### src/rtl/fsg_pkg.sv
package fsg_pkg;
  // strobes passed from control to datapath
  typedef struct packed {
    logic clear;    // load counters with slot 0, bit 0
    logic advance;  // step counters by one bit clock
    logic active;   // a frame is in progress
    logic drive;    // internal sync: the pin is driven
  } fsgStrobe_t;

  typedef enum logic [1:0] {
    ST_IDLE = 2'd0,
    ST_WAIT = 2'd1,
    ST_HUNT = 2'd2,
    ST_RUN  = 2'd3
  } fsgState_t;
endpackage

### src/rtl/fsg_ctrl.sv
module fsg_ctrl
  import fsg_pkg::*;
#(
  parameter int SLOT_W = 9,
  parameter int BIT_W  = 6
) (
  input  logic              clk,
  input  logic              rst_n,
  input  logic              enable,
  input  logic              burstReq,
  input  logic              cfgExtSync,
  input  logic              cfgInvert,
  input  logic              cfgWordSync,
  input  logic              cfgUseTxPin,
  input  logic [SLOT_W-1:0] cfgSlots,
  input  logic [BIT_W-1:0]  cfgSlotBits,
  input  logic [1:0]        cfgDelay,
  input  logic              extEdge,
  input  logic              atFrameEnd,
  output fsgStrobe_t        stb,
  output logic              cfgExtQ,
  output logic              cfgInvQ,
  output logic              cfgWideQ,
  output logic              cfgUseTxQ,
  output logic [1:0]        cfgDelayQ,
  output logic [SLOT_W-1:0] lastSlotQ,
  output logic [BIT_W-1:0]  lastBitQ,
  output logic              syncErr
);
  logic      burstQ;
  fsgState_t state, nextState;
  logic      errNext;

  // configuration is latched only while disabled
  always_ff @(posedge clk or negedge rst_n) begin
    if (!rst_n) begin
      cfgExtQ   <= 1'b0;
      cfgInvQ   <= 1'b0;
      cfgWideQ  <= 1'b0;
      cfgUseTxQ <= 1'b0;
      cfgDelayQ <= '0;
      lastSlotQ <= SLOT_W'(1);
      lastBitQ  <= BIT_W'(7);
      burstQ    <= 1'b0;
    end else if (!enable) begin
      cfgExtQ   <= cfgExtSync;
      cfgInvQ   <= cfgInvert;
      cfgWideQ  <= cfgWordSync;
      cfgUseTxQ <= cfgUseTxPin;
      cfgDelayQ <= cfgDelay;
      lastSlotQ <= (cfgSlots == '0) ? '0 : cfgSlots - 1'b1;
      lastBitQ  <= cfgSlotBits - 1'b1;
      burstQ    <= (cfgSlots == '0);
    end
  end

  always_comb begin
    nextState   = state;
    errNext     = 1'b0;
    stb.clear   = 1'b0;
    stb.advance = 1'b0;
    stb.active  = (state == ST_RUN);
    stb.drive   = (state != ST_IDLE) && !cfgExtQ;
    unique case (state)
      ST_IDLE: begin
        stb.clear = 1'b1;
        if (enable)
          nextState = cfgExtQ ? ST_HUNT : (burstQ ? ST_WAIT : ST_RUN);
      end
      ST_WAIT: begin
        if (!enable) nextState = ST_IDLE;
        else if (burstReq) begin
          stb.clear = 1'b1;
          nextState = ST_RUN;
        end
      end
      ST_HUNT: begin
        if (!enable) nextState = ST_IDLE;
        else if (extEdge) begin
          stb.clear = 1'b1;
          nextState = ST_RUN;
        end
      end
      ST_RUN: begin
        if (!enable) begin
          stb.clear = 1'b1;
          nextState = ST_IDLE;
        end else if (cfgExtQ && extEdge) begin
          stb.clear = 1'b1;
          errNext   = !atFrameEnd;
        end else begin
          stb.advance = 1'b1;
          if (burstQ && atFrameEnd) nextState = ST_WAIT;
        end
      end
      default: nextState = ST_IDLE;
    endcase
  end

  always_ff @(posedge clk or negedge rst_n) begin
    if (!rst_n) begin
      state   <= ST_IDLE;
      syncErr <= 1'b0;
    end else begin
      state   <= nextState;
      syncErr <= errNext;
    end
  end
endmodule

### src/rtl/fsg_dp.sv
module fsg_dp
  import fsg_pkg::*;
#(
  parameter int SLOT_W = 9,
  parameter int BIT_W  = 6
) (
  input  logic              clk,
  input  logic              rst_n,
  input  fsgStrobe_t        stb,
  input  logic [SLOT_W-1:0] lastSlot,
  input  logic [BIT_W-1:0]  lastBit,
  input  logic [1:0]        delay,
  input  logic              invert,
  input  logic              wordWide,
  input  logic              useTxPin,
  input  logic              pinTx,
  input  logic              pinRx,
  output logic              extEdge,
  output logic              atFrameEnd,
  output logic              frameStart,
  output logic              slotFirstBit,
  output logic              syncOut,
  output logic              syncOe,
  output logic [SLOT_W-1:0] slotIdx
);
  logic [BIT_W-1:0]  bitCnt;
  logic [SLOT_W-1:0] slotCnt;
  logic              pinLvl, pinQ, pinPrevQ;
  logic              atSlotEnd, atFrameHead, syncActive;

  // pin capture: normalise so that 1 means active, then find the active edge
  assign pinLvl = (useTxPin ? pinTx : pinRx) ^ invert;

  always_ff @(posedge clk or negedge rst_n) begin
    if (!rst_n) begin
      pinQ     <= 1'b0;
      pinPrevQ <= 1'b0;
    end else begin
      pinQ     <= pinLvl;
      pinPrevQ <= pinQ;
    end
  end

  assign extEdge = pinQ & ~pinPrevQ;

  // bit and slot counters
  assign atSlotEnd  = (bitCnt == lastBit);
  assign atFrameEnd = atSlotEnd && (slotCnt == lastSlot);

  always_ff @(posedge clk or negedge rst_n) begin
    if (!rst_n) begin
      bitCnt  <= '0;
      slotCnt <= '0;
    end else if (stb.clear) begin
      bitCnt  <= '0;
      slotCnt <= '0;
    end else if (stb.advance) begin
      if (atSlotEnd) begin
        bitCnt  <= '0;
        slotCnt <= (slotCnt == lastSlot) ? '0 : slotCnt + 1'b1;
      end else begin
        bitCnt <= bitCnt + 1'b1;
      end
    end
  end

  // output formation
  assign atFrameHead  = (bitCnt == '0) && (slotCnt == '0);
  assign frameStart   = stb.active && atFrameHead;
  assign slotFirstBit = stb.active && (bitCnt == BIT_W'(delay));
  assign syncActive   = wordWide ? (slotCnt == '0) : atFrameHead;
  assign syncOut      = (stb.drive && stb.active && syncActive) ^ invert;
  assign syncOe       = stb.drive;
  assign slotIdx      = slotCnt;
endmodule

### src/rtl/frame_sync_gen.sv
module frame_sync_gen
  import fsg_pkg::*;
#(
  parameter int SLOT_W = 9,
  parameter int BIT_W  = 6
) (
  input  logic              clk,
  input  logic              rst_n,
  input  logic              enable,
  input  logic              cfgExtSync,
  input  logic              cfgInvert,
  input  logic              cfgWordSync,
  input  logic              cfgUseTxPin,
  input  logic [SLOT_W-1:0] cfgSlots,
  input  logic [BIT_W-1:0]  cfgSlotBits,
  input  logic [1:0]        cfgDelay,
  input  logic              burstReq,
  input  logic              syncPinTx,
  input  logic              syncPinRx,
  output logic              syncOut,
  output logic              syncOe,
  output logic              frameStart,
  output logic              slotFirstBit,
  output logic [SLOT_W-1:0] slotIdx,
  output logic              syncErr
);
  fsgStrobe_t        stb;
  logic              cfgExtQ, cfgInvQ, cfgWideQ, cfgUseTxQ;
  logic [1:0]        cfgDelayQ;
  logic [SLOT_W-1:0] lastSlotQ;
  logic [BIT_W-1:0]  lastBitQ;
  logic              extEdge, atFrameEnd;

  fsg_ctrl #(.SLOT_W(SLOT_W), .BIT_W(BIT_W)) u_ctrl (
    .clk        (clk),
    .rst_n      (rst_n),
    .enable     (enable),
    .burstReq   (burstReq),
    .cfgExtSync (cfgExtSync),
    .cfgInvert  (cfgInvert),
    .cfgWordSync(cfgWordSync),
    .cfgUseTxPin(cfgUseTxPin),
    .cfgSlots   (cfgSlots),
    .cfgSlotBits(cfgSlotBits),
    .cfgDelay   (cfgDelay),
    .extEdge    (extEdge),
    .atFrameEnd (atFrameEnd),
    .stb        (stb),
    .cfgExtQ    (cfgExtQ),
    .cfgInvQ    (cfgInvQ),
    .cfgWideQ   (cfgWideQ),
    .cfgUseTxQ  (cfgUseTxQ),
    .cfgDelayQ  (cfgDelayQ),
    .lastSlotQ  (lastSlotQ),
    .lastBitQ   (lastBitQ),
    .syncErr    (syncErr)
  );

  fsg_dp #(.SLOT_W(SLOT_W), .BIT_W(BIT_W)) u_dp (
    .clk         (clk),
    .rst_n       (rst_n),
    .stb         (stb),
    .lastSlot    (lastSlotQ),
    .lastBit     (lastBitQ),
    .delay       (cfgDelayQ),
    .invert      (cfgInvQ),
    .wordWide    (cfgWideQ),
    .useTxPin    (cfgUseTxQ),
    .pinTx       (syncPinTx),
    .pinRx       (syncPinRx),
    .extEdge     (extEdge),
    .atFrameEnd  (atFrameEnd),
    .frameStart  (frameStart),
    .slotFirstBit(slotFirstBit),
    .syncOut     (syncOut),
    .syncOe      (syncOe),
    .slotIdx     (slotIdx)
  );
endmodule

### config.mk
export PLATFORM = sky130hd
export DESIGN_NAME = frame_sync_gen
export DESIGN_NICKNAME = d
export VERILOG_FILES = /design/src/rtl/fsg_pkg.sv /design/src/rtl/fsg_ctrl.sv /design/src/rtl/fsg_dp.sv /design/src/rtl/frame_sync_gen.sv
export SDC_FILE = /design/constraint.sdc
export NUM_CORES = 1
export LEC_CHECK = 0
export BUFFER_PORTS_ARGS = -buffer_cell sky130_fd_sc_hd__buf_2
export CAP_MARGIN = 10
export CORE_MARGIN = 2
export CORE_UTILIZATION = 60
export CTS_BUF_LIST = sky130_fd_sc_hd__clkbuf_2 sky130_fd_sc_hd__clkbuf_4 sky130_fd_sc_hd__clkbuf_8
export DETAILED_ROUTE_END_ITERATION = 8
export GPL_ROUTABILITY_DRIVEN = 1
export PLACE_DENSITY = 0.84
export REMOVE_ABC_BUFFERS = 1
export SYNTH_ARGS = -nofsm -noshare
export SYNTH_HDL_FRONTEND = slang
export SYNTH_HIERARCHICAL = 1
export SYNTH_SLANG_ARGS = --single-unit
### constraint.sdc
create_clock -name clk -period 5.4 [get_ports clk]
set_clock_uncertainty 0.1 [all_clocks]
set_input_delay 1.08 -clock clk [delete_from_list [all_inputs] [get_ports clk]]
set_output_delay 1.08 -clock clk [all_outputs]
set_load 0.01 [all_outputs]
-- After elaboration in Yosys (flattened, before gate mapping)
Index checks and enable logic that the tools add are counted.
- bits in registers: 42
- latch bits: 0
- bits in writable memories: 0
- ROM bits: 0
- logic and storage cells: 87
- memories kept: 0
- add/subtract/negate cells: 4
- $mul: 0
- divide/modulo/power cells: 0
- magnitude comparators: 0
- eq/ne operators: 11
- shift-type cells: 0
- multiplexer cells: 34
- bitwise operators: 4
- reductions and logical operators: 20
- operators with widths (cell ; number):
    $mux 9 ; 5
    $mux 2 ; 10
    $logic_not 9->1 ; 2
    $mux 6 ; 3
    $mux 1 ; 14
    $add 9x1->9 const B ; 1
    $eq 9x9->1 ; 1
    $logic_and 1x1->1 ; 9
    $ne 3x3->1 const B ; 3
    $sub 9x1->9 const B ; 1
    $pmux 2 s4 ; 1
    $add 6x1->6 const B ; 1
    $eq 6x2->1 ; 1
    $eq 6x6->1 ; 1
    $logic_not 6->1 ; 1
    $reduce_bool 2->1 ; 3
    $sub 6x1->6 const B ; 1
    $reduce_and 5->1 ; 1
    $eq 2x2->1 const B ; 2
    $pmux 1 s4 ; 1
    $ne 3x2->1 const B ; 1
    $eq 2x1->1 const B ; 1
    $logic_not 1->1 ; 2
    $logic_not 2->1 ; 1
    5 further kinds ; 6

-- Depth between registers and ports, before layout
Gate-level depths: netlist (run 1).
- depth after elaboration: 8
- mapped depth: 10

-- Hierarchy
The synthesis (run 1) kept the hierarchy.
- by module, submodules not included (module ; times used ; cells an instance ; area each (um^2) ; seq. area each (um^2)):
    fsg_ctrl ; 1 ; 123 ; 1305.0 ; 630.6
    fsg_dp ; 1 ; 129 ; 1209.9 ; 425.4

-- Worst setup path after synthesis (run 1)
Ideal clock, no wire load.
- kind: input to register
- start: input enable
- end: register u_dp.slotCnt[2] (netlist: u_dp/slotIdx[2])
- library setup time: 121 ps
- arrival: 2490 ps
- required time: 5179 ps
- path slack: 2689 ps
- stages: 7
- buffers on the path: 1
- cell sequence: clkbuf_1 > nand2_1 > a21oi_1 > nand3_1 > o21bai_4 > o21ai_0 > a22o_2
- RTL lines (item ; RTL line ; text):
    start, declared ; frame_sync_gen.sv:9 ; input logic enable,
    end signal, assigned ; fsg_dp.sv:60 ; slotCnt <= (slotCnt == lastSlot) ? '0 : slotCnt + 1'b1;
    end, declared ; fsg_dp.sv:27 ; logic [SLOT_W-1:0] slotCnt;

==> impl_metrics.py, run 1 <==
metrics = {
    "clocking": {
        "cts_hold_buf": 0,
        "clkSinkCount": 42,
        "path_clk_slew_ns": 0.08,
        "numCtsBuffers": 5,
        "clockRootBuffer": "clkbuf_8",
        "h-tree-depth": 2,
        "insertion_delay_ns": 0.29,
        "cts_setup_buffers": 0,
        "clk_path_buf_depth": 2,
        "tritoncts": "built",
        "cts-resized-gates": 0,
    },
    "final_layout": {
        "drive_gt1_frac": 0.266,
        "layout_common_cells": "buf_2, dfrtp_1, nand2_1",
        "nets": 330,
        "fillers": 311,
        "finalNonFillerCells": 343,
        "layout_commonest_cell": "buf_2",
        "syn_to_final_growth_pct": 12.9,
        "n_antenna_cell": 0,
    },
    "grt": {
        "grt-ovfl-total": 0,
        "groute.layer.met1.usage": 0.305,
        "grt_pass1_vias": 1806,
        "grt_pass1_wl_um": 8070,
        "grt_max_degree": 43,
        "use_met2": 0.388,
        "grt_antenna_before_repair": 0,
        "grt.total_usage": 0.227,
        "grt_busiest_layer": "met2",
        "grtUsageMet3": 0.0292,
    },
    "detailed_routing": {
        "first_iter_violations": 108,
        "viasPerCell": 5.57,
        "wl_um": 4790,
        "first_pass_iters": 4,
        "ant_nets": 0,
        "wire_per_inst_um": 14.0,
        "vias": 1911,
        "drc": 0,
    },
    "placed_design": {
        "place_ws_ns": 1.96,
        "dp_cells": 335,
        "port_buffers": 40,
        "place.gp.congestion": 0.785,
        "dpl.hpwl_um": 3630,
    },
    "synth": {
        "avgSynthCellArea_um2": 9.98,
        "ys_seq_area_frac": 0.420,
        "async_reset_ff_frac": 1.00,
        "synthSimpleGateAreaFrac": 0.183,
        "synth_warnings": 6,
        "muxShareOfSynthArea": 0.0607,
        "synth_ff_type": "dfrtp_1",
        "synth_cell_types": 48,
        "synth_edf_count": 0,
        "synth_top_family_by_area": "simple AND/OR/NAND/NOR gates",
        "netlist_area_um2": 2510,
        "ys_seq_elements": 42,
        "synth_xor_area_frac": 0.111,
        "synth_fa_ha_area_frac": 0.0547,
        "synth_cells": 252,
        "synth_compound_area_frac": 0.135,
    },
    "timing": {
        "slew_violations": 0,
        "fmax_ghz": 0.305,
        "tightest_slew_ns": 0.942,
        "setup_viol": 0,
        "maxSlewHeadroom": 0.365,
        "min_period_ns": 3.28,
        "hold_violations": 0,
        "rsz0062_at_grt": "false",
        "worst_slack_ns": 2.12,
        "fin_crit_sh": 0.607,
        "tns_ns": 0,
    },
    "worst_setup_path": {
        "startpoint_type": "register",
        "arrival_ns": 2.10,
        "crit_required_ns": 4.22,
        "cp-end-kind": "output port",
        "path_max_fanout": 6,
        "path_class": "reg -> out",
    },
    "floorplan": {
        "die_x_um": 68.7,
        "rows": 23,
        "num_io_pins": 41,
        "dieArea_um2": 4730,
        "core_area_um2": 4030,
        "initial_core_util": 0.624,
        "die_y_um": 68.7,
    },
    "outcome": {
        "status": "finished, final reports clean",
    },
    "pwr": {
        "vdd_drop_max_mv": 0.278,
        "powerDensity_nw_per_um2": 340,
        "p_leak_nw": 1.34,
    },
    "hold_path": {
        "worstHoldPathType": "reg -> reg",
    },
    "job": {
        "drv_cap": 0,
    },
}
## final timing paths
kind / startpoint / to / slack [ns] / cells past startpoint
worst max register to register: u_ctrl/state[0] / u_dp/slotIdx[5] / 2.80 / 7
min in group asynchronous: rst_n / u_dp/bitCnt[0] / 0.81 / 1
worst min register to register: u_dp/pinQ / u_dp/pinPrevQ / 0.27 / 0
max in group asynchronous: rst_n / u_dp/bitCnt[5] / 3.83 / 1
worst min-delay path: u_dp/pinQ / u_dp/pinPrevQ / 0.27 / 0
worst max-delay path: u_ctrl/state[1] / syncOut / 2.12 / 7
## metal layers
metal / routed length [um] / up-vias
met5: 0 / -
met1: 2180 / 897
li1: - / 965
met2: 2370 / 42
met4: 52 / 0
met3: 185 / 7
## power by group
group	total, mW	internal [mW]	leakage (nW)	switching (mW)
logic	0.356	0.155	0.759	0.201
clock network	0.212	0.108	0.0517	0.103
registers	0.398	0.355	0.530	0.0430
## Yosys cell counts, types with 2 or more instances
cell type / count / area [um^2]
dfrtp_1: 38 / 951
nand2_1: 28 / 105
nor2_1: 18 / 67.6
o21ai_0: 17 / 85.1
inv_1: 15 / 56.3
xnor2_1: 15 / 131
xor2_1: 15 / 131
ha_1: 11 / 138
mux2_2: 9 / 101
nand3_1: 7 / 35.0
a22o_2: 6 / 60.1
nor2b_1: 6 / 37.5
nor3_1: 6 / 30.0
o31ai_1: 6 / 45.0
a21oi_1: 5 / 25.0
clkbuf_1: 4 / 15.0
dfstp_2: 4 / 105
mux2i_1: 4 / 40.0
a22o_1: 3 / 26.3
and3_1: 3 / 18.8
a31oi_1: 2 / 12.5
buf_2: 2 / 10.0
nand4_1: 2 / 12.5
nor4_1: 2 / 12.5
## flip-flops by register name, indices dropped and copies added, names as in the netlist, 2 cells and up
register / flops
u_ctrl/lastSlotQ: 9
u_dp/slotIdx: 9
u_ctrl/lastBitQ: 6
u_dp/bitCnt: 6
u_ctrl/cfgDelayQ: 2
u_ctrl/state: 2
## through the flow
stage / total power, mW / utilization / cell area, um^2 / hold slack [ns]
final: 0.965 / 0.705 / 2840 / 0.271
after global placement: 0.744 / 0.681 / 2750 / 0.255
after floorplan: 0.656 / - / 2480 / 0.247
after detailed placement: 0.756 / 0.681 / 2750 / 0.255
after global routing: 1.02 / 0.705 / 2840 / 0.290
after CTS: 0.969 / 0.705 / 2840 / 0.274
## final cells by class
class,instances,area (um^2),share of cell area
clock buffers,7,90.1,0.0317
multi-input cells,188,1370,0.482
inverters,15,56.3,0.0198
repair buffers,40,200,0.0705
clock inverters,1,5.00,0.00176
well taps,50,62.6,0.0220
flip-flops and latches,42,1060,0.372
## worst max-delay path: stages (launching register included)
cell and delay, ns:
dfrtp_1 0.39, ha_1 0.32, nor4b_1 0.33, nand4_1 0.20, nor2_1 0.19, nand2_1 0.09, xnor2_1 0.13, buf_2 0.15
## cell families after synthesis
| group | count (synthesis) |
|---|---|
| mux | 14 |
| simple gates | 85 |
| buf+inv | 22 |
| fa+ha+maj | 11 |
| xor+xnor | 31 |
| compound gates | 47 |
| flops | 42 |
Note: power is estimated with default switching activity, not from simulation.
==> inputs of run 2 (changes only) <==
Settings changed: ABC_AREA set to 1, CORE_UTILIZATION 60 to 53, PLACE_DENSITY 0.84 to 0.78.
Clock period 5.4 ns to 2.75 ns, I/O delays scaled along.
==> run 2 against run 1 <==
Against the previous run: first-iteration DRC count grew 110%; area after synthesis increased by 9.5%; sequential share of layout area shrank 3.0 points; critical endpoint unchanged; largest power group unchanged.
==> impl_metrics.py, run 2 <==
metrics = {
    "outcome": {
        "status": "finished, final reports clean",
    },
    "floorplan": {
        "core_area_um2": 5070,
        "dieArea_um2": 5790,
        "die_y_um": 76.1,
        "num_io_pins": 41,
        "die_x_um": 76.1,
        "rows": 26,
        "initial_core_util": 0.542,
    },
    "placed_design": {
        "dpl_cell_area_um2": 2990,
        "place.gp.congestion": 0.893,
        "port_buffers": 40,
        "dpl.hpwl_um": 4460,
    },
    "grt": {
        "grt-ovfl-total": 0,
        "grt.total_usage": 0.208,
        "grt_pass1_wl_um": 9850,
        "grt_max_degree": 43,
        "grt_pass1_vias": 2259,
        "grt_antenna_before_repair": 0,
    },
    "synth": {
        "synth_top_family_by_area": "simple AND/OR/NAND/NOR gates",
        "synth_ff_type": "dfrtp_1",
        "synth_edf_count": 0,
        "ys_seq_area_frac": 0.384,
        "synthTopCellsByCount": "nand2_1, inv_1, dfrtp_1, nor2_1, nand3_1",
        "synth_top_area_frac": 0.345,
        "synth_warnings": 6,
        "muxShareOfSynthArea": 0.00364,
        "synth_compound_area_frac": 0.0777,
        "synth_most_common_cell": "nand2_1",
        "synthTopCellsByArea": "dfrtp_1, nand2_1, inv_1",
        "async_reset_ff_frac": 1.00,
        "avgSynthCellArea_um2": 7.40,
        "synth_cell_types": 35,
        "synth_cells": 372,
        "synth_fa_ha_area_frac": 0.0500,
        "ys_seq_elements": 42,
        "synthSimpleGateAreaFrac": 0.322,
        "synth_top_area_cell": "dfrtp_1",
        "netlist_area_um2": 2750,
        "synth_xor_area_frac": 0.0668,
    },
    "clocking": {
        "cts_setup_buffers": 0,
        "tritoncts": "built",
        "insertion_delay_ns": 0.30,
        "numCtsBuffers": 5,
        "clkSinkCount": 42,
        "cts_hold_buf": 0,
        "clockRootBuffer": "clkbuf_8",
        "clk_path_buf_depth": 2,
        "cts-resized-gates": 0,
        "path_clk_slew_ns": 0.08,
        "h-tree-depth": 2,
    },
    "hold_path": {
        "worstHoldPathType": "in -> async",
    },
    "final_layout": {
        "multi_input_area_um2": 1430,
        "nets": 449,
        "register_area_um2": 1060,
        "final_area_um2": 3090,
        "fillers": 493,
        "drive_gt1_frac": 0.189,
        "layout_common_cells": "nand2_1, inv_1, buf_2",
        "n_antenna_cell": 0,
        "syn_to_final_growth_pct": 12.1,
        "layout_commonest_cell": "nand2_1",
    },
    "timing": {
        "slew_violations": 0,
        "maxSlewHeadroom": 0.393,
        "tightest_slew_ns": 0.910,
        "fmax_ghz": 0.410,
        "tns_ns": 0,
        "fin_crit_sh": 0.886,
        "min_period_ns": 2.44,
        "rsz0062_at_grt": "false",
        "setup_viol": 0,
        "hold_slack_ns": 0.281,
        "hold_violations": 0,
    },
    "pwr": {
        "powerDensity_nw_per_um2": 633,
        "p_leak_nw": 1.65,
        "vdd_drop_max_mv": 0.261,
        "fin_total_pwr_mw": 1.95,
    },
    "detailed_routing": {
        "vias": 2402,
        "wire_per_inst_um": 12.2,
        "first_iter_violations": 226,
        "ant_nets": 0,
        "first_pass_iters": 4,
        "wl_um": 5860,
        "drc": 0,
        "viasPerCell": 4.98,
    },
    "worst_setup_path": {
        "path_class": "reg -> out",
        "worstReg2RegStart": "u_ctrl/state[0]",
        "arrival_ns": 1.79,
        "ff2ff_setup_slack_ns": 0.63,
        "path_max_fanout": 5,
        "crit_required_ns": 2.10,
        "cp-end-kind": "output port",
        "r2r_end": "u_dp/bitCnt[4]",
        "reg2reg_depth": 11,
        "startpoint_type": "register",
    },
    "job": {
        "drv_cap": 0,
    },
}
[run 2: cell types whose count changed in the layout (fill, tap and decap cells not counted), moves of 9 or more]
cell / change
nand2_1: +89
inv_1: +34
nand3_1: +19
nor2_1: +13
o21ai_1: +10
mux2_2: -9
[run 2: worst max path at each step]
stage | slack [ns] | to | from | cells after the start
after floorplan | 0.79 | slotFirstBit | u_ctrl/state[0] | 3
after global placement | 0.71 | syncOut | u_dp/slotIdx[0] | 8
after detailed placement | 0.69 | u_dp/bitCnt[4] | u_ctrl/state[0] | 11
after CTS | 0.35 | syncOut | u_dp/slotIdx[0] | 8
after global routing | 0.20 | syncOut | u_ctrl/state[1] | 7
final | 0.31 | syncOut | u_ctrl/state[1] | 7
[run 2: area by class of cell]
type                       count  area share
tap                           70      0.0284
multi-input combinational    267       0.464
sequential                    42       0.342
inverter                      53      0.0645
clock inverter                 1     0.00162
clock buffer                   7      0.0292
timing repair buffer          42      0.0697
[run 2: kinds of logic after synthesis]
| group | after synthesis |
|---|---|
| buf+inv | 63 |
| xor+xnor | 21 |
| fa+ha+maj | 11 |
| simple gates | 200 |
| flops | 42 |
| compound gates | 34 |
| mux | 1 |
[run 2: report_power, final]
| group | total (mW) | internal (mW) | switching, mW |
|---|---|---|---|
| clock | 0.421 | 0.212 | 0.209 |
| combinational | 0.753 | 0.253 | 0.500 |
| sequential | 0.778 | 0.697 | 0.0810 |
| total | 1.95 | 1.16 | 0.790 |
[run 2: stage by stage]
| step | setup slack [ns] | util | cells |
|---|---|---|---|
| after floorplan | 0.788 | - | 362 |
| after global placement | 0.713 | 0.589 | 474 |
| after detailed placement | 0.694 | 0.589 | 474 |
| after CTS | 0.354 | 0.608 | 482 |
| after global routing | 0.200 | 0.608 | 482 |
| final | 0.313 | 0.608 | 482 |
[run 2: critical path, cell delays in order, from the launching register on]
cell     delay, ns
dfrtp_1       0.41
ha_1          0.26
nand3_1       0.13
nor3_1        0.21
nand3_1       0.15
xor2_1        0.16
inv_1         0.05
buf_2         0.13
[run 2: layer usage]
layer / global-route usage / part of all wire
met3: 0.0379 / 0.051
met4: 0.0891 / 0.020
met5: 0 / 0
met2: 0.338 / 0.46
met1: 0.275 / 0.47
==> inputs of run 3 (changes only) <==
Settings changed: ABC_AREA 1 to 0, PLACE_DENSITY 0.78 to 0.79.
==> run 3 against run 2 <==
Against the previous run: critical path depth fell by 1; non-clock buffer count increased by 2; via count down 18%; wire length fell by 13%; sequential share of layout area increased by 2.6 points; die area down 8.2%; fmax decreased by 5.1%; hold slack lost 0.0038 ns; register-to-register slack about the same; count of clock-buffer cells in the layout up 1; sequential power about the same; critical path type unchanged; critical endpoint unchanged; largest power group unchanged; highest routed layer unchanged.
==> impl_metrics.py, run 3 (synthesis gave the netlist of run 1 again) <==
metrics = {
    "timing": {
        "maxSlewHeadroom": 0.382,
        "slew_violations": 0,
        "hold_violations": 0,
        "hold_slack_ns": 0.277,
        "tns_ns": 0,
        "fin_crit_sh": 0.934,
        "tightest_slew_ns": 0.928,
        "setup_viol": 0,
        "min_period_ns": 2.57,
        "rsz0062_at_grt": "false",
        "worst_slack_ns": 0.181,
        "fmax_ghz": 0.389,
    },
    "placed_design": {
        "dpl.hpwl_um": 3750,
        "place_ws_ns": 0.529,
        "dp_cells": 343,
        "port_buffers": 40,
        "place.gp.congestion": 0.871,
    },
    "detailed_routing": {
        "wire_per_inst_um": 14.5,
        "viasPerCell": 5.61,
        "wl_um": 5070,
        "ant_nets": 0,
        "drc": 0,
        "first_pass_iters": 4,
        "first_iter_violations": 89,
        "vias": 1968,
    },
    "clocking": {
        "path_clk_slew_ns": 0.08,
        "cts_hold_buf": 0,
        "clockRootBuffer": "clkbuf_8",
        "numCtsBuffers": 5,
        "insertion_delay_ns": 0.29,
        "h-tree-depth": 2,
        "clk_path_buf_depth": 2,
        "clkSinkCount": 42,
        "cts-resized-gates": 0,
        "tritoncts": "built",
        "cts_setup_buffers": 0,
    },
    "final_layout": {
        "fillers": 387,
        "finalNonFillerCells": 351,
        "layout_common_cells": "buf_2, dfrtp_1, nand2_1",
        "fin_util": 0.616,
        "nets": 334,
        "syn_to_final_growth_pct": 14.2,
        "n_antenna_cell": 0,
        "drive_gt1_frac": 0.276,
        "layout_commonest_cell": "buf_2",
    },
    "job": {
        "drv_cap": 0,
    },
    "floorplan": {
        "dieArea_um2": 5310,
        "core_area_um2": 4660,
        "die_y_um": 72.9,
        "die_x_um": 72.9,
        "num_io_pins": 41,
        "rows": 25,
        "initial_core_util": 0.540,
    },
    "grt": {
        "grt-ovfl-total": 0,
        "grt_antenna_before_repair": 0,
        "grt.total_usage": 0.203,
        "grt_pass1_vias": 1873,
        "grt_pass1_wl_um": 8310,
        "grt_max_degree": 43,
    },
    "worst_setup_path": {
        "path_class": "reg -> out",
        "arrival_ns": 1.92,
        "startpoint_type": "register",
        "cp-end-kind": "output port",
        "path_max_fanout": 6,
        "crit_required_ns": 2.10,
    },
    "pwr": {
        "p_leak_nw": 1.36,
        "vdd_drop_max_mv": 0.396,
        "powerDensity_nw_per_um2": 669,
    },
    "hold_path": {
        "worstHoldPathType": "reg -> reg",
    },
    "outcome": {
        "status": "finished, final reports clean",
    },
}
[run 3: changes by cell type in the layout (fill, tap and decap cells not counted), sizes merged, moves of 6 or more]
cell	delta
nand2	-95
a22o	+9
o31ai	+6
o21ai	-11
inv	-38
mux2	+10
nand3	-20
nor2	-17
nor2b	+6
[run 3: final cells by class]
| cell class | count | area, um^2 | share of cell area |
|---|---|---|---|
| multi-input combinational | 188 | 1370 | 0.477 |
| sequential | 42 | 1060 | 0.368 |
| timing repair buffer | 44 | 230 | 0.0802 |
| clock buffer | 8 | 91.3 | 0.0318 |
| tap | 54 | 67.6 | 0.0235 |
| inverter | 15 | 56.3 | 0.0196 |
[run 3: per-layer routing]
layer | track usage | up-vias | share of wire | wire (um)
met4 | 0.105 | 0 | 0.032 | 161
met2 | 0.338 | 44 | 0.49 | 2490
met1 | 0.248 | 947 | 0.45 | 2260
met3 | 0.0428 | 14 | 0.032 | 164
li1 | - | 963 | - | -
met5 | 0 | - | 0 | 0
[run 3: critical path, stage by stage (launching register included)]
cell,delay (ns)
dfrtp_1,0.47
nor4_1,0.50
a21oi_1,0.15
nor2_1,0.15
nand2_1,0.08
xnor2_1,0.13
buf_2,0.15
[run 3: worst paths after layout]
path	start	end	slack [ns]	cells after the start
setup / recovery	u_dp/bitCnt[2]	syncOut	0.18	6
hold / removal	u_dp/pinQ	u_dp/pinPrevQ	0.28	0
max in group asynchronous	rst_n	u_dp/slotIdx[0]	1.68	1
setup reg to reg	u_ctrl/state[0]	u_dp/slotIdx[0]	0.62	8
hold reg to reg	u_dp/pinQ	u_dp/pinPrevQ	0.28	0
min in group asynchronous	rst_n	u_dp/slotIdx[7]	0.29	1
[run 3: per-stage QoR]
stage / instance area (um^2) / total power, mW
final: 2870 / 1.92
after global routing: 2870 / 2.05
after CTS: 2870 / 1.93
after detailed placement: 2780 / 1.52
after global placement: 2780 / 1.49
after floorplan: 2480 / 1.29
[run 3: power breakdown]
group | total (mW) | switching (mW) | internal (mW)
logic | 0.729 | 0.405 | 0.324
registers | 0.781 | 0.0835 | 0.697
clock network | 0.411 | 0.201 | 0.210
